## src/rtl/pgblk_pkg.sv

```systemverilog
// Package pgblk_pkg
// Shared encodings for the page block-state controller: entry layout,
// fault classes, status codes and page-type codes.
package pgblk_pkg;

    typedef struct packed {
        logic       valid;
        logic [2:0] ptype;
        logic       blocked;
        logic       busy;
    } pg_entry_t;

    typedef enum logic [1:0] {
        FLT_NONE = 2'd0,
        FLT_GP   = 2'd1,
        FLT_PF   = 2'd2
    } fault_e;

    typedef enum logic [2:0] {
        ST_OK       = 3'd0,
        ST_CONFLICT = 3'd1,
        ST_INVALID  = 3'd2,
        ST_NOBLOCK  = 3'd3,
        ST_CTRLPG   = 3'd4,
        ST_ALREADY  = 3'd5,
        ST_EPOCH    = 3'd6
    } status_e;

    localparam logic [2:0] PT_CTRL  = 3'd0;
    localparam logic [2:0] PT_THRD  = 3'd1;
    localparam logic [2:0] PT_REG   = 3'd2;
    localparam logic [2:0] PT_TRIM  = 3'd4;
    localparam logic [2:0] PT_SSFST = 3'd5;
    localparam logic [2:0] PT_SSRST = 3'd6;

    // True for the five page types that may be blocked.
    function automatic logic type_blockable(input logic [2:0] t);
        return (t == PT_THRD) || (t == PT_REG) || (t == PT_TRIM) ||
               (t == PT_SSFST) || (t == PT_SSRST);
    endfunction

endpackage

```

## src/rtl/pgblk_decode.sv

```systemverilog
// Module pgblk_decode
// Combinational request screening: privilege, alignment and range checks,
// plus the table index for in-range addresses.
// Assumes N_PAGES * 2^PAGE_SHIFT fits in ADDR_W+1 bits.
module pgblk_decode
    import pgblk_pkg::*;
#(
    parameter int                ADDR_W     = 32,
    parameter int                N_PAGES    = 16,
    parameter int                PAGE_SHIFT = 12,
    parameter logic [ADDR_W-1:0] BASE_ADDR  = 32'h0010_0000,
    localparam int               IDX_W      = $clog2(N_PAGES)
) (
    input  logic [ADDR_W-1:0] addr_i,
    input  logic [1:0]        priv_i,
    output fault_e            fault_o,
    output logic [IDX_W-1:0]  idx_o
);

    localparam logic [ADDR_W:0] SPAN = (ADDR_W+1)'(N_PAGES) << PAGE_SHIFT;

    logic [ADDR_W-1:0] offset;
    logic              in_range;

    // Offset from the base and membership of the protected range.
    always_comb begin
        offset   = addr_i - BASE_ADDR;
        in_range = ({1'b0, addr_i} >= {1'b0, BASE_ADDR}) &&
                   ({1'b0, offset} < SPAN);
        idx_o    = offset[PAGE_SHIFT +: IDX_W];
    end

    // Fault priority: privilege, then alignment, then range.
    always_comb begin
        if (priv_i != 2'd0)
            fault_o = FLT_GP;
        else if (addr_i[PAGE_SHIFT-1:0] != '0)
            fault_o = FLT_GP;
        else if (!in_range)
            fault_o = FLT_PF;
        else
            fault_o = FLT_NONE;
    end

endmodule

```

## src/rtl/pgblk_meta.sv

```systemverilog
// Module pgblk_meta
// Per-page metadata table with a registered read port, a whole-entry
// load port and a set-blocked port. Load wins over set on the same entry.
// Assumes at most one read per cycle; a read sees the pre-edge contents.
module pgblk_meta
    import pgblk_pkg::*;
#(
    parameter int  N_PAGES = 16,
    localparam int IDX_W   = $clog2(N_PAGES)
) (
    input  logic             clk,
    input  logic             rst_n,
    input  logic             rd_en_i,
    input  logic [IDX_W-1:0] rd_idx_i,
    output pg_entry_t        rd_q_o,
    input  logic             ld_en_i,
    input  logic [IDX_W-1:0] ld_idx_i,
    input  pg_entry_t        ld_data_i,
    input  logic             set_en_i,
    input  logic [IDX_W-1:0] set_idx_i
);

    pg_entry_t mem [N_PAGES];

    for (genvar g = 0; g < N_PAGES; g++) begin : g_entry
        // One entry register: clear, load or set its blocked bit.
        always_ff @(posedge clk) begin
            if (!rst_n)
                mem[g] <= '0;
            else if (ld_en_i && (ld_idx_i == IDX_W'(g)))
                mem[g] <= ld_data_i;
            else if (set_en_i && (set_idx_i == IDX_W'(g)))
                mem[g].blocked <= 1'b1;
        end
    end

    // Registered read of the requested entry.
    always_ff @(posedge clk) begin
        if (!rst_n)
            rd_q_o <= '0;
        else if (rd_en_i)
            rd_q_o <= mem[rd_idx_i];
    end

endmodule

```

## src/rtl/pgblk_eval.sv

```systemverilog
// Module pgblk_eval
// Combinational verdict on a screened request and its entry: status,
// flags and whether to set the blocked bit. Checks are in priority order.
module pgblk_eval
    import pgblk_pkg::*;
(
    input  fault_e    fault_i,
    input  logic      epoch_i,
    input  pg_entry_t entry_i,
    output status_e   status_o,
    output logic      zf_o,
    output logic      cf_o,
    output logic      set_o
);

    // Priority chain; every path starts from cleared flags and success.
    always_comb begin
        status_o = ST_OK;
        zf_o     = 1'b0;
        cf_o     = 1'b0;
        set_o    = 1'b0;
        if (fault_i != FLT_NONE) begin
            status_o = ST_OK;
        end else if (epoch_i) begin
            status_o = ST_EPOCH;
            zf_o     = 1'b1;
        end else if (entry_i.busy) begin
            status_o = ST_CONFLICT;
            zf_o     = 1'b1;
        end else if (!entry_i.valid) begin
            status_o = ST_INVALID;
            zf_o     = 1'b1;
        end else if (!type_blockable(entry_i.ptype)) begin
            cf_o     = 1'b1;
            status_o = (entry_i.ptype == PT_CTRL) ? ST_CTRLPG : ST_NOBLOCK;
        end else if (entry_i.blocked) begin
            cf_o     = 1'b1;
            status_o = ST_ALREADY;
        end else begin
            set_o    = 1'b1;
        end
    end

endmodule

```

## src/rtl/pgblk_ctrl.sv

```systemverilog
// Module pgblk_ctrl
// Top of the page block-state controller. Accepts one request while idle,
// reads the entry on the accept edge, evaluates and writes on the next
// edge, and raises a one-cycle result strobe.
// Assumes the load port is not used for the entry under evaluation.
module pgblk_ctrl
    import pgblk_pkg::*;
#(
    parameter int                ADDR_W     = 32,
    parameter int                N_PAGES    = 16,
    parameter int                PAGE_SHIFT = 12,
    parameter logic [ADDR_W-1:0] BASE_ADDR  = 32'h0010_0000,
    localparam int               IDX_W      = $clog2(N_PAGES)
) (
    input  logic              clk,
    input  logic              rst_n,
    input  logic              req_valid_i,
    output logic              req_ready_o,
    input  logic [ADDR_W-1:0] req_addr_i,
    input  logic [1:0]        req_priv_i,
    input  logic              epoch_lock_i,
    output logic              res_valid_o,
    output logic [1:0]        res_fault_o,
    output logic [2:0]        res_status_o,
    output logic              res_zf_o,
    output logic              res_cf_o,
    input  logic              ld_en_i,
    input  logic [IDX_W-1:0]  ld_idx_i,
    input  logic              ld_valid_i,
    input  logic [2:0]        ld_type_i,
    input  logic              ld_blocked_i,
    input  logic              ld_busy_i
);

    typedef enum logic {S_IDLE, S_EVAL} state_e;

    state_e           state_q;
    logic             accept;
    fault_e           dec_fault;
    logic [IDX_W-1:0] dec_idx;
    fault_e           fault_q;
    logic [IDX_W-1:0] idx_q;
    logic             epoch_q;
    pg_entry_t        entry_q;
    pg_entry_t        ld_data;
    status_e          ev_status;
    logic             ev_zf;
    logic             ev_cf;
    logic             ev_set;
    logic             set_en;

    // Handshake and write-enable decode.
    always_comb begin
        req_ready_o = (state_q == S_IDLE);
        accept      = req_valid_i && req_ready_o;
        set_en      = (state_q == S_EVAL) && ev_set;
        ld_data     = '{valid: ld_valid_i, ptype: ld_type_i,
                        blocked: ld_blocked_i, busy: ld_busy_i};
    end

    pgblk_decode #(
        .ADDR_W(ADDR_W), .N_PAGES(N_PAGES),
        .PAGE_SHIFT(PAGE_SHIFT), .BASE_ADDR(BASE_ADDR)
    ) i_decode (
        .addr_i  (req_addr_i),
        .priv_i  (req_priv_i),
        .fault_o (dec_fault),
        .idx_o   (dec_idx)
    );

    pgblk_meta #(.N_PAGES(N_PAGES)) i_meta (
        .clk       (clk),
        .rst_n     (rst_n),
        .rd_en_i   (accept),
        .rd_idx_i  (dec_idx),
        .rd_q_o    (entry_q),
        .ld_en_i   (ld_en_i),
        .ld_idx_i  (ld_idx_i),
        .ld_data_i (ld_data),
        .set_en_i  (set_en),
        .set_idx_i (idx_q)
    );

    pgblk_eval i_eval (
        .fault_i  (fault_q),
        .epoch_i  (epoch_q),
        .entry_i  (entry_q),
        .status_o (ev_status),
        .zf_o     (ev_zf),
        .cf_o     (ev_cf),
        .set_o    (ev_set)
    );

    // Capture the screened request on acceptance.
    always_ff @(posedge clk) begin
        if (!rst_n) begin
            fault_q <= FLT_NONE;
            idx_q   <= '0;
            epoch_q <= 1'b0;
        end else if (accept) begin
            fault_q <= dec_fault;
            idx_q   <= dec_idx;
            epoch_q <= epoch_lock_i;
        end
    end

    // Two-state sequencer: idle, then one evaluation cycle.
    always_ff @(posedge clk) begin
        if (!rst_n)
            state_q <= S_IDLE;
        else if (accept)
            state_q <= S_EVAL;
        else if (state_q == S_EVAL)
            state_q <= S_IDLE;
    end

    // Result registers and the one-cycle strobe.
    always_ff @(posedge clk) begin
        if (!rst_n) begin
            res_valid_o  <= 1'b0;
            res_fault_o  <= 2'd0;
            res_status_o <= 3'd0;
            res_zf_o     <= 1'b0;
            res_cf_o     <= 1'b0;
        end else begin
            res_valid_o <= (state_q == S_EVAL);
            if (state_q == S_EVAL) begin
                res_fault_o  <= fault_q;
                res_status_o <= ev_status;
                res_zf_o     <= ev_zf;
                res_cf_o     <= ev_cf;
            end
        end
    end

endmodule

```

## config.mk

```make
export PLATFORM = sky130hd
export DESIGN_NAME = pgblk_ctrl
export DESIGN_NICKNAME = d
export VERILOG_FILES = /design/src/rtl/pgblk_pkg.sv /design/src/rtl/pgblk_decode.sv /design/src/rtl/pgblk_meta.sv /design/src/rtl/pgblk_eval.sv /design/src/rtl/pgblk_ctrl.sv
export SDC_FILE = /design/constraint.sdc
export NUM_CORES = 1
export LEC_CHECK = 0
export CORE_MARGIN = 1
export CORE_UTILIZATION = 35
export CTS_CLUSTER_SIZE = 12
export DETAILED_ROUTE_END_ITERATION = 8
export DONT_BUFFER_PORTS = 1
export SLEW_MARGIN = 20
export SYNTH_ARGS = -nofsm -noshare
export SYNTH_HDL_FRONTEND = slang
export SYNTH_SLANG_ARGS = --single-unit
```

## constraint.sdc

```tcl
create_clock -name clk -period 2.8 [get_ports clk]
set_clock_uncertainty 0.05 [all_clocks]
set_input_delay 0.42 -clock clk [delete_from_list [all_inputs] [get_ports clk]]
set_output_delay 0.42 -clock clk [all_outputs]
set_load 0.03 [all_outputs]
```

**Yosys cells after proc, flatten, opt, wreduce, memory -nomap -nowiden**

Memory sizes are Yosys's and may differ from the RTL's. A register that Yosys moved wholly into a read port is not among the register bits.
Cells that the tools add are included.
Widths: inputs -> output; s select.

- Register bits: 16
- RAM bits: 96
- Word-level logic and storage cells: 299
- Memories: 1

- $add $sub $neg: 1
- Order comparisons: 2
- Equal/unequal tests: 35
- Muxes and demuxes: 172
- Bitwise gates (word level): 33
- Reductions and logical operators: 46

Memories:

| memory | depth | bits a word | read ports | clocked after Yosys merged registers in | wr ports | line | text |
|---|---|---|---|---|---|---|---|
| i_meta.mem | 16 | 6 | 1 | 1 | 16 | pgblk_meta.sv:23 | `pg_entry_t mem [N_PAGES];` |

Operators by type and width:

| cell | count |
|---|---|
| $mux 1 | 146 |
| $mux 6 | 16 |
| $eq 4x4->1 const B | 16 |
| $logic_and 1x1->1 | 35 |
| $eq 4x3->1 const B | 8 |
| $ge 32x21->1 const B | 1 |
| $lt 32x17->1 const B | 1 |
| $or 1x1->1 | 32 |
| $sub 32x21->32 const B | 1 |
| $mux 3 | 7 |
| $eq 4x2->1 const B | 4 |
| $reduce_bool 12->1 | 1 |
| $eq 3x3->1 const B | 3 |
| $eq 4x1->1 const B | 2 |
| $logic_not 4->1 | 2 |
| $mux 2 | 3 |
| $logic_or 1x1->1 | 4 |
| $reduce_bool 2->1 | 2 |
| $eq 3x1->1 const B | 1 |
| $eq 3x2->1 const B | 1 |
| $logic_not 3->1 | 1 |
| $logic_not 1->1 | 1 |
| $not 1->1 | 1 |

**Depth between registers and ports, before layout**

Gate-level depths: netlist (run 1).

- Depth in word-level cells: 17
- Depth in mapped cells: 7

**Cells and area by module**

From an unflattened synthesis (run 1), not the netlist that was laid out.

- Cell total of the unflattened synthesis: 541
- Area, all modules: 6015.8 um^2

By module, submodules not included:

| module | times used | cells an instance | area each (um^2) | sequential area each (um^2) |
|---|---|---|---|---|
| pgblk_meta | 1 | 445 | 5126.2 | 3002.9 |
| pgblk_ctrl | 1 | 60 | 626.9 | 320.3 |
| pgblk_decode | 1 | 17 | 136.4 | 0.0 |
| pgblk_eval | 1 | 19 | 126.4 | 0.0 |

**Worst setup path after synthesis (run 1)**

OpenSTA, ideal clock, no wires.

- Kind: input to register
- Start point: input ld_idx_i[1]
- End point: memory i_meta.mem[0][1] (netlist bit), enable pin
- Data arrival time: 1.817 ns
- Required time: 2.446 ns
- Setup slack: 0.630 ns
- Stages: 4
- Path buffers: 1
- Path through: or3b_2 clkbuf_1 o21ai_0 o21bai_1

RTL lines:

| item | line | text |
|---|---|---|
| start, declared | pgblk_ctrl.sv:28 | `input logic [IDX_W-1:0] ld_idx_i,` |
| end, declared | pgblk_meta.sv:23 |  |

==> results of run 1 <==
[cell usage after synthesis, drive strengths merged]
master	instances	share of area [%]
a21boi	8	1.1
nor3b	1	0.13
buf	10	0.81
nor2	17	1.1
or3	1	0.11
nor2b	3	0.33
nand3b	7	0.92
a21o	2	0.26
clkbuf	19	1.2
nand4	1	0.11
mux4	18	7.1
o211ai	1	0.13
nor4	6	0.66
o31ai	16	2.5
nand3	4	0.35
a21oi	13	1.1
or2	2	0.22
o211a	1	0.18
or3b	5	0.81
nand2b	4	0.44
nor3	2	0.18
dfxtp	22	7.7
o2bb2ai	1	0.15
a31oi	2	0.22
edfxtp	96	50
o21ai	24	2.1
nor4b	3	0.72
o21bai	16	2.1
o221ai	6	0.92
a41o	1	0.18
and2	84	9.2
mux2	6	1.2
inv	3	0.20
nand2	40	2.6
mux2i	14	2.5
o32ai	1	0.15
[path summary, 6_finish.rpt]
path                                      to  slack [ps]  cells after the start
hold / removal            state_q$_SDFF_PN0_         100                      1
setup reg to reg  i_meta.mem[3][1]$_DFFE_PP_         360                      4
setup / recovery  i_meta.mem[3][1]$_DFFE_PP_         360                      4
hold reg to reg      fault_q[1]$_SDFFE_PN0P_         450                      2
[layer usage]
metal  wire [um]  vias up
li1            -     1722
met1        5525     1857
met2        6780      183
met3        1092       19
met4         338        0
met5           0        -
[worst reg2reg max path, stage by stage, from the launching register on]
cell	delay [ps]
dfxtp_1	480
or3b_4	450
nor4b_4	410
or3b_1	550
o21bai_1	210
[area by class of cell]
cell class | instances | share of cell area, %
tap | 216 | 4.077
inverter | 3 | 0.1699
multi-input combinational | 310 | 34.20
clock buffer | 17 | 6.418
timing repair buffer | 17 | 1.925
sequential | 118 | 50.13
clock inverter | 15 | 3.077
[kinds of logic after synthesis]
group,Yosys count,synth area share (%)
and+or+nand+nor,180,17.90
buffers and inverters,32,2.253
muxes,38,10.72
AOI/OAI and AO/OA,92,11.03
DFF,118,58.11
[power by group through the flow]
stage          Clock [mW]  Sequential (mW)  Combinational (mW)
2_1_floorplan           0             2.06               0.232
3_3_place_gp            0             2.07               0.275
3_5_place_dp            0             2.07               0.281
4_1_cts              2.32             2.04               0.282
5_1_grt              2.39             2.05               0.305
6_report             2.30             2.04               0.280
[per-stage QoR]
step | instance area (um^2) | std cells | total power [mW] | utilization, %
floorplan | 5719 | 460 | 2.291 | -
global placement | 6000 | 664 | 2.343 | 37.63
detailed placement | 6000 | 664 | 2.354 | 37.63
CTS | 6629 | 696 | 4.641 | 41.58
global route | 6629 | 696 | 4.743 | 41.58
finish | 6629 | 696 | 4.612 | 41.58
[sequential cells by signal (all words and copies together) (netlist names)]
register,flops
res_valid_o,1
i_meta.rd_q_o,6
epoch_q,1
res_fault_o,2
res_cf_o,1
res_zf_o,1
i_meta.mem,96
res_status_o,3
idx_q,4
state_q,1
fault_q,2
[cell usage in the layout (no fill, tap or decap), types with 3 or more instances in the layout]
| master | netlist | final |
|---|---|---|
| o221ai_1 | 6 | 6 |
| edfxtp_1 | 96 | 96 |
| o21bai_1 | 16 | 16 |
| mux2_2 | 6 | 6 |
| or3b_2 | 3 | 3 |
| nand3_1 | 4 | 4 |
| clkinvlp_4 | 0 | 4 |
| nand3b_1 | 7 | 7 |
| nor2_1 | 17 | 17 |
| clkinv_4 | 0 | 4 |
| o21ai_0 | 24 | 24 |
| and2_1 | 84 | 84 |
| buf_4 | 1 | 17 |
| nand2b_1 | 4 | 4 |
| a21boi_0 | 8 | 8 |
| nand2_1 | 40 | 40 |
| clkbuf_16 | 0 | 17 |
| dfxtp_1 | 22 | 22 |
| mux2i_1 | 14 | 14 |
| o31ai_1 | 12 | 12 |
| nor4_1 | 6 | 6 |
| o31ai_2 | 4 | 4 |
| inv_1 | 3 | 3 |
| mux4_2 | 18 | 18 |
| bufinv_16 | 0 | 4 |
| nor2b_1 | 3 | 3 |
| a21oi_1 | 13 | 13 |
==> metrics.yaml, run 1 <==
worst_setup_path:
  start_kind: "flop"
  required_ps: 2860
  reg2reg_from: "state_q$_SDFF_PN0_"
  cp_top_family: "simple AND/OR/NAND/NOR gates"
  crit_slowest_cell: "or3b_1"
  cp_max_fo: 8
  critPathBufInv: 0
  endpoint_kind: "flop"
  path_class: "flop to flop"
  critPathMaxStageDelay_ps: 550
  crit_start: "state_q$_SDFF_PN0_"
  worstPathCellList: "or3b_4 -> nor4b_4 -> or3b_1 -> o21bai_1"
  arrival_ps: 2510
global_routing:
  grt_use_met3_pct: 4.059
  met2_usage_pct: 30.04
  globalRoute.totalOverflow: 0
  grt_pass1_wl_um: 21240
  use_met1_pct: 21.31
  antenna_found_initial: 0
  grt_max_degree: 44
  grt.busiest_layer: "met2"
  grtUsageTotal_pct: 17.69
  grt_pass1_vias: 3916
synth:
  synth_area_per_cell_um2: 12.43
  yosys.cell_types.count: 42
  synth_fp_nets: 509
  netlist_area_um2: 5719
  ys_ff_latch: 118
  postSynthCellCount: 460
  yosysSeqAreaShare_pct: 58.11
  yosys_warnings: 0
clock_tree:
  clk_pin_slew_ps: 60
  clock_sinks: 118
  postCtsSetupRepairBufs: 0
  clkLatencyLatePin_ps: 410
  htree_levels: 4
  cts_resized: 0
  ctsHoldBuffers: 0
  cts_tree: "done"
  cts_buffers: 17
  cts_root_buffer: "clkbuf_16"
  clockBufferDepth: 2
power:
  clkPwrFrac_pct: 49.8
  p_leak_nw: 2.256
  ir_drop_mv: 0.4140
  power_frac_comb_pct: 6.1
  intPower_mw: 3.616
  powerDensity_nw_per_um2: 695.8
  p_switching_mw: 0.9961
  p_seq_share_pct: 44.2
  p_sw_share_pct: 21.60
layout:
  multi_input_area_um2: 2267
  drive_gt1_share_pct: 17.50
  area_growth_pct: 15.90
  register_area_um2: 3323
  num_antenna_cells: 0
  fin_nets: 516
  fillers: 1478
timing:
  finalSetupViolCount: 0
  slew_headroom_pct: 63.52
  drv_slew: 0
  postLayoutSetupSlackWorst_ps: 358.4
  hold_viol_final: 0
  setup_tns_ps: 0
  period_share_pct: 87.20
  post-route-min-period_ps: 2442
  clock.fmax_mhz: 409.6
  rsz0062_at_grt: "no"
  holdWs_ps: 95.30
  tightest_slew_ps: 543.0
die:
  dieArea_um2: 16860
  die_w_um: 129.8
  pin_count: 58
  core_um2: 15940
  rows: 46
  fp.dieH_um: 129.8
  initial_core_util_pct: 35.87
outcome:
  status: "complete, no violations"
route:
  vias: 3781
  routedWlPerCell_um: 19.74
  ant_nets: 0
  viasPerCell: 5.432
  drtPass1Iterations: 5
  first_iter_violations: 366
  finalWirelength_um: 13740
  drc: 0
min_path:
  min_path_type: "input pin to flop"
  hp-start: "rst_n"
place:
  port_buffers: 0
  post-dp-hpwl_um: 9238
  gp_congestion: 0.7383
  place_ws_ps: 386.5
run:
  maxCapViolations: 0
No activity file was read; power rests on OpenSTA's default activity.
==> inputs of run 2 (changes only) <==
--- a/config.mk
+++ b/config.mk
@@ -10,6 +10,7 @@
 export CTS_CLUSTER_SIZE = 12
 export DETAILED_ROUTE_END_ITERATION = 8
 export DONT_BUFFER_PORTS = 1
+export RECOVER_POWER = 50
 export SLEW_MARGIN = 20
 export SYNTH_ARGS = -nofsm -noshare
 export SYNTH_HDL_FRONTEND = slang
==> run 2 against run 1 <==
Effect of this change:
- worst setup slack better by 8.8 ps
- sequential power barely moved
- cell count did not move
- register-to-register slack about the same
- first-iteration DRC count increased by 3.8%
- via count rose by 0.74%
- largest cell class unchanged
==> metrics.yaml, run 2 (synthesis results as in run 1) <==
route:
  drc: 0
  viasPerCell: 5.473
  routedWlPerCell_um: 19.70
  ant_nets: 0
  first_iter_violations: 380
  finalWirelength_um: 13710
  drtPass1Iterations: 5
  vias: 3809
layout:
  final_cell_mix: "edfxtp_1, and2_1, nand2_1"
  fillers: 1491
  fin_nets: 516
  final_common_cell: "edfxtp_1"
  top_register: "i_meta.mem"
  largest_reg_flops: 96
  top_regs: "i_meta.mem: 96 flops, i_meta.rd_q_o: 6 flops, idx_q: 4 flops"
  num_antenna_cells: 0
  drive_gt1_share_pct: 15.21
  area_growth_pct: 15.18
  final_area_um2: 6588
timing:
  drv_slew: 0
  post-route-min-period_ps: 2433
  finalSetupViolCount: 0
  hold_viol_final: 0
  clock.fmax_mhz: 411.0
  slew_headroom_pct: 63.27
  rsz0062_at_grt: "no"
  setup_tns_ps: 0
  period_share_pct: 86.89
  tightest_slew_ps: 546.7
power:
  total_power_mw: 4.607
  p_leak_nw: 2.180
  ir_drop_mv: 0.4158
  powerDensity_nw_per_um2: 699.3
clock_tree:
  cts_tree: "done"
  clk_pin_slew_ps: 60
  clkLatencyLatePin_ps: 410
  cts_resized: 0
  htree_levels: 4
  cts_root_buffer: "clkbuf_16"
  ctsHoldBuffers: 0
  clock_sinks: 118
  cts_buffers: 17
  postCtsSetupRepairBufs: 0
  clockBufferDepth: 2
min_path:
  min_path_cells: 1
  min_path_type: "input pin to flop"
worst_setup_path:
  crit_slowest_cell: "or3b_1"
  arrival_ps: 2500
  start_kind: "flop"
  worstPathCellList: "or3b_4 -> nor4b_4 -> or3b_1 -> o21bai_1"
  endpoint_kind: "flop"
  r2r_cells: 4
  cp_max_fo: 8
  critPathMaxStageDelay_ps: 550
  required_ps: 2860
  path_class: "flop to flop"
outcome:
  status: "complete, no violations"
die:
  dieArea_um2: 16860
  pin_count: 58
  die_w_um: 129.8
  core_um2: 15940
  initial_core_util_pct: 35.87
  fp.dieH_um: 129.8
  rows: 46
place:
  gp_congestion: 0.7383
  port_buffers: 0
  post-dp-hpwl_um: 9238
  placed_cell_area_um2: 6000
global_routing:
  antenna_found_initial: 0
  grt_pass1_wl_um: 21240
  grtUsageTotal_pct: 17.69
  globalRoute.totalOverflow: 0
  grt_max_degree: 44
  grt_pass1_vias: 3916
run:
  maxCapViolations: 0
-- run 2: cell count changes in the layout (fill, tap and decap cells not counted), sizes merged --
cell | previous run | this run
clkbuf | 17 | 28
buf | 17 | 6
-- run 2: worst max-delay path: cells and delay by family, from the launching register on --
kind	cells	cell delay (ps)
AOI/OAI and AO/OA	1	210
DFF	1	480
and+or+nand+nor	3	1400
-- run 2: power breakdown --
| group | switching [mW] | internal, mW |
|---|---|---|
| Clock | 0.806 | 1.49 |
| Combinational | 0.147 | 0.126 |
| Sequential | 0.0458 | 1.99 |
-- run 2: metal layers --
metal / part of all wire [%] / routed length, um / global-route usage [%] / vias to the layer above
met1: 40 / 5550 / 21.31 / 1896
met5: 0 / 0 / 0 / -
met2: 50 / 6877 / 30.04 / 170
met3: 7.4 / 1010 / 4.059 / 17
li1: - / - / - / 1726
met4: 2.0 / 276 / 8.345 / 0
-- run 2: final timing paths --
path              slack, ps                     from                    endpoint
setup reg to reg        370       state_q$_SDFF_PN0_  i_meta.mem[3][1]$_DFFE_PP_
setup / recovery        370       state_q$_SDFF_PN0_  i_meta.mem[3][1]$_DFFE_PP_
hold / removal           90                    rst_n          state_q$_SDFF_PN0_
hold reg to reg         450  fault_q[1]$_SDFFE_PN0P_     fault_q[1]$_SDFFE_PN0P_
-- run 2: area by class of cell --
cell class              count  area [um^2]  area share [%]
inverters                   3        11.26          0.1709
repair buffers             17        86.33           1.311
clock inverters            15        203.9           3.096
flip-flops and latches    118         3323           50.45
multi-input cells         310         2267           34.42
clock buffers              17        425.4           6.458
well taps                 216        270.3           4.103
-- run 2: metrics by stage --
stage                     hold slack [ps]  std cells  util (%)  worst slack [ps]
final                               93.62        696     41.32             367.1
after global routing                90.73        696     41.32             242.9
after CTS                           74.88        696     41.58             358.1
after detailed placement            446.7        664     37.63             386.5
after global placement              435.1        664     37.63             391.9
after floorplan                     419.1        460         -             629.6
==> inputs of run 3 (changes only) <==
==> constraint.sdc (replaced) <==
create_clock -name clk -period 2.8 [get_ports clk]
set_clock_uncertainty 0.05 [all_clocks]
set_input_delay 0.56 -clock clk [delete_from_list [all_inputs] [get_ports clk]]
set_output_delay 0.56 -clock clk [all_outputs]
set_load 0.03 [all_outputs]
==> run 3 against run 2 <==
Effect of this change:
- hold slack improved by 150 ps
- routed wire length decreased by 2.4%
- sequential power about the same
- critical endpoint is now i_meta.mem[0][1]$_DFFE_PP_
- largest power group unchanged
- highest routed layer unchanged
==> metrics.yaml, run 3 (synthesis results as in run 1) <==
worst_setup_path:
  endpoint_kind: "flop"
  start_kind: "flop"
  r2r_slack_ps: 360
  r2r_end: "i_meta.mem[0][1]$_DFFE_PP_"
  r2r_cells: 4
  arrival_ps: 2510
  cp_max_fo: 8
  worstSetupEndpoint: "i_meta.mem[0][1]$_DFFE_PP_"
  required_ps: 2860
  crit_start: "state_q$_SDFF_PN0_"
  path_class: "flop to flop"
  reg2reg_from: "state_q$_SDFF_PN0_"
power:
  total_power_mw: 4.517
  powerDensity_nw_per_um2: 688.5
  ir_drop_mv: 0.4018
  p_leak_nw: 2.174
timing:
  post-route-min-period_ps: 2444
  rsz0062_at_grt: "no"
  clock.fmax_mhz: 409.2
  finalSetupViolCount: 0
  period_share_pct: 87.28
  setup_tns_ps: 0
  hold_viol_final: 0
  holdWs_ps: 240.9
  slew_headroom_pct: 60.06
  drv_slew: 0
  postLayoutSetupSlackWorst_ps: 356.3
  tightest_slew_ps: 597.9
layout:
  final_core_util_pct: 41.16
  final_area_um2: 6561
  drive_gt1_share_pct: 15.00
  fillers: 1471
  fin_nets: 516
  top_register: "i_meta.mem"
  fin_cells: 696
  area_growth_pct: 14.72
  register_area_um2: 3323
  num_antenna_cells: 0
  largest_reg_flops: 96
  final_common_cell: "edfxtp_1"
  multi_input_area_um2: 2267
  final_cell_mix: "edfxtp_1, and2_1, nand2_1"
  top_regs: "i_meta.mem: 96 flops, i_meta.rd_q_o: 6 flops, idx_q: 4 flops"
route:
  vias: 3694
  viasPerCell: 5.307
  first_iter_violations: 297
  ant_nets: 0
  routedWlPerCell_um: 19.22
  drtPass1Iterations: 4
  finalWirelength_um: 13380
  drc: 0
clock_tree:
  cts_tree: "done"
  cts_resized: 0
  clkLatencyLatePin_ps: 410
  cts_root_buffer: "clkbuf_16"
  postCtsSetupRepairBufs: 0
  cts_buffers: 17
  htree_levels: 4
  clock_sinks: 118
  clk_pin_slew_ps: 60
  ctsHoldBuffers: 0
  clockBufferDepth: 2
die:
  dieArea_um2: 16860
  rows: 46
  core_um2: 15940
  die_w_um: 129.8
  fp.dieH_um: 129.8
  pin_count: 58
  initial_core_util_pct: 35.87
run:
  maxCapViolations: 0
global_routing:
  antenna_found_initial: 0
  grt_pass1_vias: 3733
  grtUsageTotal_pct: 16.94
  grt_max_degree: 44
  grt_pass1_wl_um: 20560
  globalRoute.totalOverflow: 0
outcome:
  status: "complete, no violations"
place:
  dp.cells: 664
  gp_congestion: 0.7732
  post-dp-hpwl_um: 9258
  placed_cell_area_um2: 6000
  port_buffers: 0
  place_ws_ps: 383.5
min_path:
  min_path_type: "input pin to flop"
## run 3: cell types whose count changed in the layout (fill, tap and decap cells not counted), sizes merged
cell	change
buf	-1
clkinvlp	+1
bufinv	-1
clkbuf	+1
## run 3: worst min path at each step
stage	cells past startpoint	startpoint	to	slack (ps)
floorplan	2	fault_q[1]$_SDFFE_PN0P_	fault_q[1]$_SDFFE_PN0P_	420
global placement	2	idx_q[1]$_SDFFE_PN0P_	idx_q[1]$_SDFFE_PN0P_	430
detailed placement	2	fault_q[1]$_SDFFE_PN0P_	fault_q[1]$_SDFFE_PN0P_	450
CTS	1	rst_n	state_q$_SDFF_PN0_	220
global route	1	rst_n	res_zf_o$_SDFFE_PN0P_	230
finish	1	rst_n	state_q$_SDFF_PN0_	240
## run 3: routing by layer
layer | vias to the layer above | track usage, % | part of all wire (%)
met5 | - | 0 | 0
met1 | 1820 | 20.12 | 42
met2 | 124 | 29.00 | 50
met4 | 0 | 6.908 | 2.5
li1 | 1725 | - | -
met3 | 25 | 4.674 | 5.2
## run 3: cell type report
cell class | count | area share (%)
Sequential cell | 118 | 50.65
Multi-Input combinational cell | 310 | 34.55
Clock buffer | 17 | 6.484
Tap cell | 216 | 4.119
Clock inverter | 15 | 2.765
Timing Repair Buffer | 17 | 1.259
Inverter | 3 | 0.1716
## run 3: report_power, final
part           internal, mW  total, mW  switching, mW
combinational         0.125      0.268          0.143
sequential             1.99       2.04         0.0463
clock                  1.40       2.21          0.811
total                  3.52       4.52           1.00
## run 3: critical path, cell delays in order, from the launching register on
cell and delay, ps:
dfxtp_1 470, or3b_4 450, nor4b_4 410, or3b_1 540, o21bai_1 220
